===== config.mk =====
export PLATFORM = sky130hd
export DESIGN_NAME = host_sram_sequencer
export DESIGN_NICKNAME = d
export VERILOG_FILES = /design/src/rtl/hss_pkg.sv /design/src/rtl/hss_host_fsm.sv /design/src/rtl/hss_arbiter.sv /design/src/rtl/hss_sram.sv /design/src/rtl/host_sram_sequencer.sv
export SDC_FILE = /design/constraint.sdc
export NUM_CORES = 1
export LEC_CHECK = 0
export BUFFER_PORTS_ARGS = -buffer_cell sky130_fd_sc_hd__clkbuf_2
export CAP_MARGIN = 10
export CORE_MARGIN = 2
export CORE_UTILIZATION = 52
export DETAILED_ROUTE_END_ITERATION = 7
export HOLD_SLACK_MARGIN = 0.08
export MAX_ROUTING_LAYER = met4
export PLACE_DENSITY_LB_ADDON = 0.12
export RECOVER_POWER = 25
export SLEW_MARGIN = 10
export SYNTH_ARGS = -nofsm -noshare
export SYNTH_HDL_FRONTEND = slang
export SYNTH_SLANG_ARGS = --single-unit
export TNS_END_PERCENT = 5

===== constraint.sdc =====
create_clock -name clk -period 9.9 [get_ports clk]
set_clock_uncertainty 0.05 [all_clocks]
set_input_delay 1.98 -clock clk [delete_from_list [all_inputs] [get_ports clk]]
set_output_delay 1.98 -clock clk [all_outputs]
set_load 0.01 [all_outputs]

===== src/rtl/hss_pkg.sv =====
package hss_pkg;

    typedef enum logic [2:0] {
        ST_IDLE  = 3'd0,
        ST_ARB   = 3'd1,
        ST_TURN  = 3'd2,
        ST_DATA  = 3'd3,
        ST_RECOV = 3'd4
    } hst_e;

endpackage


===== src/rtl/hss_host_fsm.sv =====
module hss_host_fsm
    import hss_pkg::*;
#(
    parameter int BANK_W = 2,
    parameter int WORD_W = 2,
    parameter int LANES  = 4,
    localparam int AW    = BANK_W + WORD_W
) (
    input  logic              clk,
    input  logic              rst_n,
    input  logic              cs_n,
    input  logic              as_n,
    input  logic              wr_sel,
    input  logic [BANK_W-1:0] bank_sel,
    input  logic [WORD_W-1:0] word_sel,
    input  logic [LANES-1:0]  be_n,
    input  logic              blast_n,
    input  logic              host_win,
    output logic              host_req,
    output logic              data_cyc,
    output logic              busy,
    output logic              rdy_n,
    output logic              xcvr_en_n,
    output logic [AW-1:0]     acc_addr,
    output logic              acc_we,
    output logic [LANES-1:0]  lane_en
);

    typedef struct packed {
        hst_e              st;
        logic              we;
        logic [BANK_W-1:0] bank;
        logic [WORD_W-1:0] word;
        logic [LANES-1:0]  lanes;
    } ctx_t;

    ctx_t ctx_q, ctx_d;

    always_comb begin
        ctx_d = ctx_q;
        unique case (ctx_q.st)
            ST_IDLE: begin
                if (!cs_n && !as_n) begin
                    ctx_d.st    = ST_ARB;
                    ctx_d.we    = wr_sel;
                    ctx_d.bank  = bank_sel;
                    ctx_d.word  = word_sel;
                    ctx_d.lanes = ~be_n;
                end
            end
            ST_ARB: begin
                if (host_win) ctx_d.st = ST_TURN;
            end
            ST_TURN: begin
                ctx_d.st = ST_DATA;
            end
            ST_DATA: begin
                if (!blast_n) ctx_d.st   = ST_RECOV;
                else          ctx_d.word = ctx_q.word + 1'b1;
            end
            ST_RECOV: begin
                ctx_d.st = ST_IDLE;
            end
            default: ctx_d.st = ST_IDLE;
        endcase
    end

    always_ff @(posedge clk) begin
        if (!rst_n) ctx_q <= '0;
        else        ctx_q <= ctx_d;
    end

    assign host_req  = (ctx_q.st == ST_ARB);
    assign data_cyc  = (ctx_q.st == ST_DATA);
    assign busy      = (ctx_q.st == ST_TURN) || (ctx_q.st == ST_DATA);
    assign rdy_n     = !data_cyc;
    assign xcvr_en_n = !busy;
    assign acc_addr  = {ctx_q.bank, ctx_q.word};
    assign acc_we    = ctx_q.we;
    assign lane_en   = ctx_q.lanes;

    // ready is always preceded by a turnaround cycle without ready
    a_r4_turn_before_ready: assert property (@(posedge clk) disable iff (!rst_n)
        $fell(rdy_n) |-> $past(!xcvr_en_n && rdy_n));

    // a non-final beat is followed by a beat at the next word
    a_r7_word_advance: assert property (@(posedge clk) disable iff (!rst_n)
        (!rdy_n && blast_n) |=>
        (!rdy_n && (acc_addr[WORD_W-1:0] == $past(acc_addr[WORD_W-1:0]) + 1'b1)));

    // the beat after the last one is a recovery cycle
    a_r8_recovery: assert property (@(posedge clk) disable iff (!rst_n)
        (!rdy_n && !blast_n) |=> (rdy_n && xcvr_en_n));

    // captured bank does not move while the access owns the memory
    a_r2_bank_held: assert property (@(posedge clk) disable iff (!rst_n)
        busy |=> $stable(acc_addr[AW-1:WORD_W]));

endmodule


===== src/rtl/hss_arbiter.sv =====
module hss_arbiter #(
    parameter int N_INT     = 2,
    parameter int HOST_RANK = 1,
    localparam int NR       = N_INT + 1
) (
    input  logic             clk,
    input  logic             rst_n,
    input  logic [N_INT-1:0] int_req,
    input  logic             host_req,
    input  logic             hold,
    output logic             host_win,
    output logic [N_INT-1:0] int_gnt
);

    logic [N_INT-1:0] gnt_q, gnt_d, req_m;
    logic [NR-1:0]    slot, win;

    // a requester is not regranted in its own grant cycle
    assign req_m = int_req & ~gnt_q;

    for (genvar i = 0; i < NR; i++) begin : g_slot
        if (i < HOST_RANK) begin : g_lo
            assign slot[i] = req_m[i];
        end else if (i == HOST_RANK) begin : g_host
            assign slot[i] = host_req;
        end else begin : g_hi
            assign slot[i] = req_m[i-1];
        end
    end

    always_comb begin
        logic found;
        found = 1'b0;
        win   = '0;
        for (int k = 0; k < NR; k++) begin
            if (slot[k] && !found) begin
                win[k] = 1'b1;
                found  = 1'b1;
            end
        end
    end

    assign host_win = !hold && win[HOST_RANK];

    for (genvar j = 0; j < N_INT; j++) begin : g_map
        if (j < HOST_RANK) begin : g_lo
            assign gnt_d[j] = !hold && win[j];
        end else begin : g_hi
            assign gnt_d[j] = !hold && win[j+1];
        end
    end

    always_ff @(posedge clk) begin
        if (!rst_n) gnt_q <= '0;
        else        gnt_q <= gnt_d;
    end

    assign int_gnt = gnt_q;

    // at most one internal grant, never two cycles in a row for one requester
    a_r10_onehot: assert property (@(posedge clk) disable iff (!rst_n)
        $onehot0(gnt_q));

    a_r10_single_cycle: assert property (@(posedge clk) disable iff (!rst_n)
        (|gnt_q) |=> ((gnt_q & $past(gnt_q)) == '0));

    // a processor win excludes an internal grant in the next cycle
    a_r3_single_winner: assert property (@(posedge clk) disable iff (!rst_n)
        host_win |=> (gnt_q == '0));

    // nothing is granted while the processor owns the memory
    a_r9_hold_blocks: assert property (@(posedge clk) disable iff (!rst_n)
        hold |=> (gnt_q == '0));

endmodule


===== src/rtl/hss_sram.sv =====
module hss_sram #(
    parameter int AW     = 4,
    parameter int DW     = 32,
    localparam int LANES = DW / 8,
    localparam int DEPTH = 2 ** AW
) (
    input  logic             clk,
    input  logic [AW-1:0]    addr,
    input  logic [LANES-1:0] wr_lanes,
    input  logic [DW-1:0]    wdata,
    output logic [DW-1:0]    rdata
);

    logic [DW-1:0] mem [DEPTH];

    always_ff @(posedge clk) begin
        for (int k = 0; k < LANES; k++) begin
            if (wr_lanes[k]) mem[addr][8*k +: 8] <= wdata[8*k +: 8];
        end
    end

    assign rdata = mem[addr];

endmodule


===== src/rtl/host_sram_sequencer.sv =====
module host_sram_sequencer #(
    parameter int N_INT     = 2,
    parameter int HOST_RANK = 1,
    parameter int BANK_W    = 2,
    parameter int WORD_W    = 2,
    parameter int DATA_W    = 32,
    localparam int AW       = BANK_W + WORD_W,
    localparam int LANES    = DATA_W / 8
) (
    input  logic                    clk,
    input  logic                    rst_n,
    input  logic                    cs_n,
    input  logic                    as_n,
    input  logic                    wr_sel,
    input  logic [BANK_W-1:0]       bank_sel,
    input  logic [WORD_W-1:0]       word_sel,
    input  logic [LANES-1:0]        be_n,
    input  logic [DATA_W-1:0]       wdata,
    input  logic                    blast_n,
    output logic [DATA_W-1:0]       rdata,
    output logic                    rdy_n,
    output logic                    xcvr_en_n,
    input  logic [N_INT-1:0]        int_req,
    input  logic [N_INT-1:0]        int_we,
    input  logic [N_INT*AW-1:0]     int_addr,
    input  logic [N_INT*DATA_W-1:0] int_wdata,
    output logic [N_INT-1:0]        int_gnt,
    output logic [DATA_W-1:0]       int_rdata
);

    logic              host_req, host_win, data_cyc, busy, host_we;
    logic [AW-1:0]     host_addr;
    logic [LANES-1:0]  host_lanes;

    logic [AW-1:0]     sel_addr, mem_addr;
    logic              sel_we;
    logic [DATA_W-1:0] sel_wdata, mem_wdata, mem_rdata;
    logic [LANES-1:0]  mem_lanes;

    hss_host_fsm #(
        .BANK_W (BANK_W),
        .WORD_W (WORD_W),
        .LANES  (LANES)
    ) i_fsm (
        .clk       (clk),
        .rst_n     (rst_n),
        .cs_n      (cs_n),
        .as_n      (as_n),
        .wr_sel    (wr_sel),
        .bank_sel  (bank_sel),
        .word_sel  (word_sel),
        .be_n      (be_n),
        .blast_n   (blast_n),
        .host_win  (host_win),
        .host_req  (host_req),
        .data_cyc  (data_cyc),
        .busy      (busy),
        .rdy_n     (rdy_n),
        .xcvr_en_n (xcvr_en_n),
        .acc_addr  (host_addr),
        .acc_we    (host_we),
        .lane_en   (host_lanes)
    );

    hss_arbiter #(
        .N_INT     (N_INT),
        .HOST_RANK (HOST_RANK)
    ) i_arb (
        .clk      (clk),
        .rst_n    (rst_n),
        .int_req  (int_req),
        .host_req (host_req),
        .hold     (busy),
        .host_win (host_win),
        .int_gnt  (int_gnt)
    );

    always_comb begin
        sel_addr  = '0;
        sel_we    = 1'b0;
        sel_wdata = '0;
        for (int j = 0; j < N_INT; j++) begin
            if (int_gnt[j]) begin
                sel_addr  = int_addr[j*AW +: AW];
                sel_we    = int_we[j];
                sel_wdata = int_wdata[j*DATA_W +: DATA_W];
            end
        end
    end

    assign mem_addr  = data_cyc ? host_addr : sel_addr;
    assign mem_wdata = data_cyc ? wdata : sel_wdata;
    assign mem_lanes = data_cyc ? (host_we ? host_lanes : '0)
                                : (sel_we ? '1 : '0);

    hss_sram #(
        .AW (AW),
        .DW (DATA_W)
    ) i_sram (
        .clk      (clk),
        .addr     (mem_addr),
        .wr_lanes (mem_lanes),
        .wdata    (mem_wdata),
        .rdata    (mem_rdata)
    );

    assign rdata     = mem_rdata;
    assign int_rdata = mem_rdata;

    // transceiver window and internal grants never overlap
    a_r9_no_int_in_window: assert property (@(posedge clk) disable iff (!rst_n)
        !xcvr_en_n |-> (int_gnt == '0));

    // a processor read cycle never writes the SRAM
    a_r5_read_no_store: assert property (@(posedge clk) disable iff (!rst_n)
        (!rdy_n && !host_we) |-> (mem_lanes == '0));

endmodule


# Word-level counts from Yosys, hierarchy flattened

Memory sizes are Yosys's and may differ from the RTL's.
Index checks and enable logic that the tools add are counted.

Word-level logic and storage cells: 65
Output and inout bits: 68
Memories: 1
Flip-flop bits (word level): 14
Bits in writable memories: 512

Memories:

| name       | words | width | read ports | clocked after memory_dff | wr ports | line           | source |
|---|---|---|---|---|---|---|---|
| i_sram.mem | 16    | 32    | 1          | 0                        | 1        | hss_sram.sv:14 | `logic [DW-1:0] mem [DEPTH];` |

$add $sub $neg: 1
Reductions and logical operators: 18
Eq/ne operators: 7
Bitwise operators: 3
Mux-type cells: 29

Operators with widths:

| operator                                               | number |
|---|---|
| two-way mux 32 bit                                     | 3 |
| two-way mux 4 bit                                      | 6 |
| two-way mux 1 bit                                      | 14 |
| two-way mux 12 bit                                     | 1 |
| case mux 3 bit (4 select lines)                        | 1 |
| == test 3 x 2 -> 1 bit (second input constant)         | 2 |
| logical AND 1 bit                                      | 6 |
| zero test 1 bit                                        | 6 |
| two-way mux 3 bit                                      | 2 |
| AND reduction 3 bit                                    | 2 |
| inequality test 2 x 1 -> 1 bit (second input constant) | 2 |
| inequality test 2 bit (second input constant)          | 2 |
| inverter 4 bit                                         | 1 |
| case mux 2 bit (2 select lines)                        | 1 |
| == test 3 x 1 -> 1 bit (second input constant)         | 1 |
| zero test 3 bit                                        | 1 |
| adder 2 x 1 -> 2 bit (second input constant)           | 1 |
| bitwise AND 2 bit                                      | 1 |
| two-way mux 2 bit                                      | 1 |
| inverter 2 bit                                         | 1 |
| AND reduction 2 bit                                    | 1 |
| nonzero test 2 bit                                     | 1 |
| logical OR 1 bit                                       | 1 |

# Depth between registers and ports, before layout

Gate-level depths: netlist of the first run.

Depth in word-level cells: 10
Gate-level depth with buffers: 12

# By module

Synthesis of the first run repeated with hierarchy kept, for this count alone.

Cells, all modules: 1162
Area total of the unflattened synthesis: 21828.4 sq um

Modules (own cells, without submodules):

| module              | cells an instance | times used | area each (sq um) |
|---|---|---|---|
| hss_sram            | 879               | 1          | 19484.9 |
| host_sram_sequencer | 206               | 1          | 1631.6 |
| hss_host_fsm        | 70                | 1          | 620.6 |
| hss_arbiter         | 7                 | 1          | 91.3 |

# Least setup slack after synthesis of the first run

No wires, ideal clock.

Path kind: input to output
Start: input int_addr[0]
End: output rdata[5]
Data arrival time: 3873 ps
Stages: 8
Slack: 3997 ps
Cell sequence: and3b_1 -> o31ai_1 -> buf_2 -> buf_4 -> mux2i_1 -> a221oi_1 -> or4_1 -> buf_4

Longest elaborated chain between the ends: 4

RTL lines:

| what                            | line                      | source |
|---|---|---|
| from (decl)                     | host_sram_sequencer.sv:25 | `input logic [N_INT*AW-1:0] int_addr,` |
| two-way mux 4 bit (2 in series) | host_sram_sequencer.sv:83 | `if (int_gnt[j]) begin` |
| two-way mux 4 bit               | host_sram_sequencer.sv:91 | `assign mem_addr = data_cyc ? host_addr : sel_addr;` |
| memory read (16 x 32 bit)       | --                        |  |
| to (decl)                       | host_sram_sequencer.sv:20 | `output logic [DATA_W-1:0] rdata,` |

Every way passes these cells.

# Final worst setup path of the first run

Start: input int_addr[0]
End: output rdata[30]

Same word-level chain as after synthesis.

==> results of run 1 <==
==> power by group <==
group	internal (uW)	total (uW)	switching, uW
registers	2500	2500	8.15
logic	168	533	366
clock network	1260	2100	840
==> cell usage in the layout, fill, tap and decap left out, drive strengths merged, types with 4 or more instances in the layout <==
master	count
a31oi	7
buf	86
a21oi	72
nand2	71
nand3b	5
clkinvlp	7
nor3	65
mux2i	68
a41oi	64
dfxtp	14
nor2	74
edfxtp	512
clkbuf	250
o21ai	258
bufinv	10
o211a	4
nor3b	4
clkinv	17
or4	32
nor2b	4
a221oi	97
==> kinds of logic after synthesis <==
kind of cell	synth area share, %
AND/OR/NAND/NOR	6.20
multiplexers	3.11
flip-flops	71.6
buffers and inverters	4.11
AO/OA/AOI/OAI	15.0
==> metal layers <==
metal | vias up | track usage (%) | wire length [um]
met4 | 0 | 9.19 | 1960
li1 | 6501 | - | -
met5 | - | - | 0
met1 | 7385 | 36.9 | 23800
met3 | 121 | 4.76 | 4810
met2 | 731 | 45.5 | 29500
==> registers in the layout (all words and copies together), names as in the netlist <==
name	count
i_fsm.ctx_q	3
i_sram.mem	512
i_fsm.acc_we	1
i_fsm.acc_addr	4
i_fsm.lane_en	4
i_arb.int_gnt	2
==> stage by stage <==
step                setup WS, ns  hold slack [ns]  power, uW  std cells
finish                      3.05            0.454       5130       2295
CTS                         3.08            0.457       5160       2295
global placement            3.22            0.435       3080       2201
global route                3.01            0.469       5290       2295
detailed placement          3.13            0.443       3080       2201
floorplan                   4.00            0.422       2900       1560
==> worst max-delay path by stage <==
stage / startpoint / to / cells past startpoint
6_report: int_addr[0] / rdata[30] / 8
4_1_cts: int_addr[0] / rdata[30] / 8
2_1_floorplan: int_addr[0] / rdata[5] / 8
5_1_grt: int_addr[0] / rdata[30] / 8
3_5_place_dp: int_addr[0] / rdata[30] / 8
3_3_place_gp: int_addr[0] / rdata[30] / 8
==> area by class of cell <==
cell class                 instances  area, sq um
inverter                           2         10.0
fill                            3184        16500
clock inverter                    34          448
tap                              539          674
clock buffer                      60         1370
timing repair buffer             276         1620
sequential                       526        15700
multi-input combinational        858         5460
==> results.yml, run 1 <==
sta:
  grt_setup_unrepaired: "no"
  relSlewSlack_pct: 11.8
  finalSetupViolations: 0
  drv_slew: 0
  max_clock_freq_ghz: 0.146
  worst_slew_pin_slew_ns: 1.32
  min_period_ns: 6.85
  final_min_period_over_clock_period_pct: 69.2
  finalHoldViolations: 0
  fin_tns_setup_ns: 0
grt:
  grt_antenna_before_repair: 0
  grt_remaining_overflow: 0
  global_route.usage.total_pct: 28.3
  grt_pass1_wl_um: 88800
  grt_pass1_vias: 14200
  pin_count_of_the_biggest_net_entering_global_routing: 129
die:
  initial_core_util_pct: 52.4
  dieWidth_um: 209
  placementRows: 75
  design.core.area_sq_um: 41800
  die_area_sq_um: 43700
  ioPinCount: 190
  die-height_um: 209
yosys:
  synth_largest_area_cell: "sky130_fd_sc_hd__edfxtp_1"
  yosysWarningCount: 0
  sequential_fraction_of_the_synthesis_area_pct: 71.6
  synthTopCellsByArea: "sky130_fd_sc_hd__edfxtp_1, sky130_fd_sc_hd__o21ai_0, sky130_fd_sc_hd__a221oi_1"
  synth-async-reset-ratio_pct: 0
  syn-mean-instance-area_sq_um: 14.0
  synth_fp_nets: 1682
  synth_cells: 1560
  synthDistinctLibCells: 48
  synth_largest_type_area_fraction_pct: 70.3
  postSynthRegisterBits: 526
  yosys_most_used_dff: "sky130_fd_sc_hd__edfxtp_1"
  post_synthesis_cell_area_sq_um: 21900
  synthTopCellsByCount: "sky130_fd_sc_hd__edfxtp_1, sky130_fd_sc_hd__o21ai_0, sky130_fd_sc_hd__a221oi_1"
  number_of_enable_type_register_cells_in_the_synthesized_netlist: 512
  yosys.cell_count.top_type: "sky130_fd_sc_hd__edfxtp_1"
route:
  vias_per_cell: 6.42
  totalWireLength_um: 60000
  drc: 0
  initialDrtViolationCount: 1349
  route.vias.total: 14700
  dr.pass1.iters: 7
  route.detailed.wl_per_inst_um: 26.1
  drtAntennaViolNets: 0
hold_path:
  min_delay_path_depth: 1
  worst_hold_startpoint: "i_fsm.lane_en[0]"
  hold_path_end: "i_fsm.lane_en[0]"
  class_of_the_worst_hold_path: "reg -> reg"
pwr:
  ir_drop_mv: 0.169
  power.leakage_uw: 0.00874
  power-per-cell-area_nw_per_um2: 203
setup_path:
  crit_path_start_kind: "input pin"
  worst-r2r-setup-slack_ns: 5.01
  critPathRequiredTime_ns: 7.87
  cp_slowest_stage_delay_ns: 0.86
  crit_path_end_kind: "primary output"
  slowest_stage: "sky130_fd_sc_hd__o31a_2"
  ff2ff_path_depth: 8
  worstPathArrival_ns: 4.82
  critPathKind: "in -> out"
  timing.critical_path.max_delay_family: "compound AO/OA/AOI/OAI gates"
  worst-path-max-fanout: 34
  cp.buffers_inverters: 3
  cpMostUsedCell: "sky130_fd_sc_hd__clkbuf_2"
  worstReg2RegStart: "i_fsm.ctx_q[10]"
  timing.rr.end: "i_sram.mem[13][29]"
  critical_path.cell_chain: "clkbuf_2 > and3b_1 > o31a_2 > buf_4 > a21oi_1 > a221oi_1 > or4_1 > clkbuf_2"
placed_design:
  place_congestion: 0.776
  area_after_dpl_sq_um: 23400
  port-buffer-count: 189
  dpl.hpwl_um: 33500
cts:
  cts_resized: 0
  buffers_inserted_during_post_cts_setup_optimization: 0
  cts-hold-fix-buffers: 0
  cts_root_buffer_type: "sky130_fd_sc_hd__clkbuf_16"
  clkSinkCount: 526
  cts.htree.levels: 2
  tritoncts: "done"
  insertion_delay_ns: 0.59
  cts.path.max_buffers: 3
  cts.clk_slew.worst_paths_ns: 0.06
  cts_inserted_buffers: 53
cells_and_area:
  drive_above_1_share_pct: 21.8
  final_nets: 1839
  antenna_diode_count: 0
  layout-area-overhead-vs-synth_pct: 15.4
  fraction_of_the_core_area_covered_by_cells_at_the_end_of_the_flow_pct: 60.4
  final_cell_area_sq_um: 25200
status:
  run_status: "completed"
flow_run:
  max_cap_viol_count: 0
(Power assumes the default switching activity.)
==> run 2, diff against run 1 <==
==> constraint.sdc (replaced) <==
create_clock -name clk -period 6.8 [get_ports clk]
set_clock_uncertainty 0.05 [all_clocks]
set_input_delay 1.36 -clock clk [delete_from_list [all_inputs] [get_ports clk]]
set_output_delay 1.36 -clock clk [all_outputs]
set_load 0.01 [all_outputs]
==> results.yml, run 2 (synthesized netlist as in run 1, its figures left out) <==
status:
  run_status: "completed"
die:
  dieWidth_um: 209
  initial_core_util_pct: 52.4
  die-height_um: 209
  placementRows: 75
  design.core.area_sq_um: 41800
  die_area_sq_um: 43700
  ioPinCount: 190
sta:
  worst_slew_pin_slew_ns: 1.30
  drv_slew: 0
  finalSetupViolations: 0
  min_period_ns: 6.23
  grt_setup_unrepaired: "no"
  finalHoldViolations: 0
  max_clock_freq_ghz: 0.160
  final_min_period_over_clock_period_pct: 91.6
  relSlewSlack_pct: 13.0
  setup_ws_ns: 0.569
  fin_tns_setup_ns: 0
cells_and_area:
  largest_register_ff_count: 512
  drive_above_1_share_pct: 21.7
  max_flop_register: "i_sram.mem"
  multiInputGateArea_sq_um: 5470
  fraction_of_the_core_area_covered_by_cells_at_the_end_of_the_flow_pct: 60.4
  final_nets: 1850
  layout-area-overhead-vs-synth_pct: 15.4
  layout.filler_cells: 3237
  area.sequential_sq_um: 15700
  final_cell_mix: "sky130_fd_sc_hd__edfxtp_1, sky130_fd_sc_hd__o21ai_0, sky130_fd_sc_hd__clkbuf_2"
  most_common_cell_after_layout_fill_and_taps_aside: "sky130_fd_sc_hd__edfxtp_1"
  antenna_diode_count: 0
route:
  dr.pass1.iters: 5
  drtAntennaViolNets: 0
  vias_per_cell: 6.44
  route.vias.total: 14900
  route.detailed.wl_per_inst_um: 26.3
  totalWireLength_um: 60800
  drc: 0
  initialDrtViolationCount: 1596
setup_path:
  critPathRequiredTime_ns: 5.39
  slowest_stage: "sky130_fd_sc_hd__and3b_1"
  crit_path_end_kind: "primary output"
  cp_slowest_stage_delay_ns: 0.95
  critical_path.cell_chain: "and3b_1 > inv_4 > a31oi_4 > buf_4 > a41oi_1 > or4_1 > clkbuf_2"
  worst-path-max-fanout: 41
  critPathKind: "reg -> out"
  crit_path_start_kind: "register"
  worstPathArrival_ns: 4.82
cts:
  cts.clk_slew.worst_paths_ns: 0.06
  cts_resized: 0
  cts.path.max_buffers: 3
  tritoncts: "done"
  buffers_inserted_during_post_cts_setup_optimization: 0
  cts_root_buffer_type: "sky130_fd_sc_hd__clkbuf_16"
  insertion_delay_ns: 0.58
  cts-hold-fix-buffers: 0
  cts.htree.levels: 2
  cts_inserted_buffers: 54
  clkSinkCount: 526
hold_path:
  class_of_the_worst_hold_path: "reg -> reg"
grt:
  pin_count_of_the_biggest_net_entering_global_routing: 98
  grt_remaining_overflow: 0
  grt_pass1_wl_um: 90700
  grt_antenna_before_repair: 0
  global_route.usage.total_pct: 28.7
  grt_pass1_vias: 14200
flow_run:
  max_cap_viol_count: 0
pwr:
  p_seq_share_pct: 49.8
  power.switching_fraction_pct: 24.1
  power.leakage_uw: 0.00876
  clkPwrFrac_pct: 39.4
  p_int_uw: 5560
  ir_drop_mv: 0.197
  pwr-share-comb_pct: 10.8
  power-per-cell-area_nw_per_um2: 290
  power.switching_uw: 1770
placed_design:
  pre_cts_slack_ns: 1.44
  dpl.hpwl_um: 37100
  place_congestion: 0.810
  port-buffer-count: 189
run 2: cell types whose count changed in the layout (fill, tap and decap cells not counted), sizes merged:
cell | previous run | this run
buf | 86 | 95
bufinv | 10 | 5
clkbuf | 250 | 260
clkinv | 17 | 24
clkinvlp | 7 | 0
inv | 2 | 3
run 2: power by group through the flow:
| stage | sequential, uW | clock (uW) | combinational [uW] |
|---|---|---|---|
| finish | 3650 | 2880 | 791 |
| global route | 3650 | 3040 | 853 |
| CTS | 3650 | 2910 | 793 |
| detailed placement | 3720 | 0 | 790 |
| global placement | 3710 | 0 | 779 |
| floorplan | 3710 | 0 | 513 |
run 2: stage by stage:
| step | power, uW | std cells | hold slack (ns) | instance area [sq um] |
|---|---|---|---|---|
| after floorplan | 4220 | 1560 | 0.422 | 21900 |
| after global placement | 4490 | 2211 | 0.436 | 23500 |
| after detailed placement | 4500 | 2211 | 0.450 | 23500 |
| after CTS | 7350 | 2310 | 0.469 | 25300 |
| after global routing | 7540 | 2310 | 0.485 | 25200 |
| final | 7320 | 2310 | 0.462 | 25200 |
run 2: final cells by class:
class,instances,share of cell area [%]
flip-flops and latches,526,62.0
multi-input cells,858,21.7
repair buffers,286,6.78
clock buffers,69,5.66
well taps,539,2.67
clock inverters,30,1.14
inverters,2,0.0397
run 2: worst max-delay path, delay by kind of cell (launching register included):
kind	cells	cell delay [ns]
AND/OR/NAND/NOR	2	1.62
buffers and inverters	3	1.20
AO/OA/AOI/OAI	2	0.93
flip-flops	1	0.46
run 2: worst paths after layout:
check,from,endpoint,slack [ns],depth (start not counted)
setup / recovery,i_fsm.ctx_q[9],int_rdata[30],0.57,7
setup reg to reg,i_fsm.ctx_q[9],i_sram.mem[10][8],2.08,7
hold reg to reg,i_fsm.lane_en[3],i_fsm.lane_en[3],0.46,1
hold / removal,i_fsm.lane_en[3],i_fsm.lane_en[3],0.46,1
run 2: per-layer routing:
metal | routed length, um | GRT usage, % | vias to the layer above
li1 | - | - | 6527
met5 | 0 | - | -
met2 | 29000 | 44.5 | 764
met4 | 1700 | 8.69 | 0
met1 | 25300 | 39.8 | 7477
met3 | 4780 | 3.97 | 109
==> run 3, diff against run 2 <==
--- a/config.mk
+++ b/config.mk
@@ -5,7 +5,7 @@
 export SDC_FILE = /design/constraint.sdc
 export NUM_CORES = 1
 export LEC_CHECK = 0
-export BUFFER_PORTS_ARGS = -buffer_cell sky130_fd_sc_hd__clkbuf_2
+export BUFFER_PORTS_ARGS = -buffer_cell sky130_fd_sc_hd__buf_2
 export CAP_MARGIN = 10
 export CORE_MARGIN = 2
 export CORE_UTILIZATION = 52
@@ -14,6 +14,7 @@
 export MAX_ROUTING_LAYER = met4
 export PLACE_DENSITY_LB_ADDON = 0.12
 export RECOVER_POWER = 25
+export SKIP_LAST_GASP = 1
 export SLEW_MARGIN = 10
 export SYNTH_ARGS = -nofsm -noshare
 export SYNTH_HDL_FRONTEND = slang
==> results.yml, run 3 (synthesized netlist as in run 1, its figures left out) <==
route:
  drtAntennaViolNets: 0
  initialDrtViolationCount: 1368
  dr.pass1.iters: 6
  totalWireLength_um: 60900
  vias_per_cell: 6.45
  route.vias.total: 14800
  drc: 0
  route.detailed.wl_per_inst_um: 26.5
pwr:
  ir_drop_mv: 0.209
  power.leakage_uw: 0.00868
  power-per-cell-area_nw_per_um2: 289
cts:
  clkSinkCount: 526
  insertion_delay_ns: 0.58
  buffers_inserted_during_post_cts_setup_optimization: 0
  cts.clk_slew.worst_paths_ns: 0.06
  cts_root_buffer_type: "sky130_fd_sc_hd__clkbuf_16"
  cts.path.max_buffers: 3
  cts_inserted_buffers: 54
  tritoncts: "done"
  cts_resized: 0
  cts-hold-fix-buffers: 0
  cts.htree.levels: 2
setup_path:
  cp.buffers_inverters: 3
  critPathRequiredTime_ns: 5.39
  critPathKind: "reg -> out"
  critical_path.cell_chain: "nor2b_4 > buf_4 > a22oi_1 > a31oi_4 > buf_4 > a41oi_1 > or4_1 > buf_2"
  worst-path-max-fanout: 25
  ff2ff_path_depth: 7
  cp_slowest_stage_delay_ns: 0.89
  crit_path_end_kind: "primary output"
  timing.rr.end: "i_sram.mem[11][8]"
  worstPathArrival_ns: 4.38
  worst-r2r-setup-slack_ns: 2.30
  timing.critical_path.max_delay_family: "compound AO/OA/AOI/OAI gates"
  cpMostUsedCell: "sky130_fd_sc_hd__buf_4"
  crit_path_start_kind: "register"
  worstReg2RegStart: "i_fsm.ctx_q[10]"
  setup.worst_path.start: "i_arb.int_gnt[0]"
  slowest_stage: "sky130_fd_sc_hd__a31oi_4"
status:
  run_status: "completed"
sta:
  final_min_period_over_clock_period_pct: 85.1
  finalSetupViolations: 0
  max_clock_freq_ghz: 0.173
  fin_tns_setup_ns: 0
  relSlewSlack_pct: 15.9
  finalHoldViolations: 0
  drv_slew: 0
  min_period_ns: 5.79
  grt_setup_unrepaired: "no"
  worst_slew_pin_slew_ns: 1.26
  setup_ws_ns: 1.01
cells_and_area:
  layout-area-overhead-vs-synth_pct: 15.4
  max_flop_register: "i_sram.mem"
  largest_register_ff_count: 512
  layout.cells.non_filler: 2296
  final_cell_mix: "sky130_fd_sc_hd__edfxtp_1, sky130_fd_sc_hd__o21ai_0, sky130_fd_sc_hd__buf_2"
  final_cell_area_sq_um: 25200
  antenna_diode_count: 0
  final_nets: 1841
  drive_above_1_share_pct: 21.7
  most_common_cell_after_layout_fill_and_taps_aside: "sky130_fd_sc_hd__edfxtp_1"
die:
  dieWidth_um: 209
  initial_core_util_pct: 52.4
  placementRows: 75
  design.core.area_sq_um: 41800
  ioPinCount: 190
  die-height_um: 209
  die_area_sq_um: 43700
placed_design:
  dpl.hpwl_um: 37200
  place_congestion: 0.915
  dpl.cell_count: 2202
  pre_cts_slack_ns: 1.47
  area_after_dpl_sq_um: 23600
  port-buffer-count: 189
hold_path:
  class_of_the_worst_hold_path: "reg -> reg"
  min_delay_path_depth: 1
  hold_path_end: "i_fsm.lane_en[3]"
  worst_hold_startpoint: "i_fsm.lane_en[3]"
grt:
  grt_remaining_overflow: 0
  grt_pass1_vias: 14200
  global_route.usage.total_pct: 29.0
  pin_count_of_the_biggest_net_entering_global_routing: 66
  grt_pass1_wl_um: 90700
  grt_antenna_before_repair: 0
flow_run:
  max_cap_viol_count: 0
==> run 3: area by class of cell <==
type,count,area [sq um]
clock buffers,69,1430
clock inverters,25,248
fillers,3158,16500
inverters,2,10.0
multi-input cells,858,5520
flip-flops and latches,526,15700
well taps,539,674
repair buffers,277,1710
==> run 3: where the power goes <==
group	switching, uW	internal, uW	leakage (uW)
clock network	1180	1660	0.000815
registers	12.3	3640	0.00474
logic	538	261	0.00312
==> run 3: worst max path at each step <==
stage / endpoint / slack, ns / depth (start not counted)
2_1_floorplan: rdata[5] / 2.14 / 8
3_3_place_gp: rdata[3] / 1.51 / 8
3_5_place_dp: int_rdata[3] / 1.47 / 8
4_1_cts: int_rdata[17] / 1.06 / 8
5_1_grt: rdata[15] / 0.90 / 8
6_report: int_rdata[17] / 1.01 / 8
==> run 3: through the flow <==
stage               hold slack [ns]  utilization [%]  power (uW)
global placement              0.438             56.5        4500
CTS                           0.464             60.5        7320
floorplan                     0.422                -        4220
global route                  0.493             60.4        7500
finish                        0.454             60.4        7290
detailed placement            0.445             56.5        4510
==> run 3: metal layers <==
layer  GRT usage [%]  wire, um  vias to the layer above
met3            3.55      4520                      114
met5               -         0                        -
li1                -         -                     6500
met2            45.4     29200                      740
met1            39.6     25300                     7466
met4            10.2      1900                        0
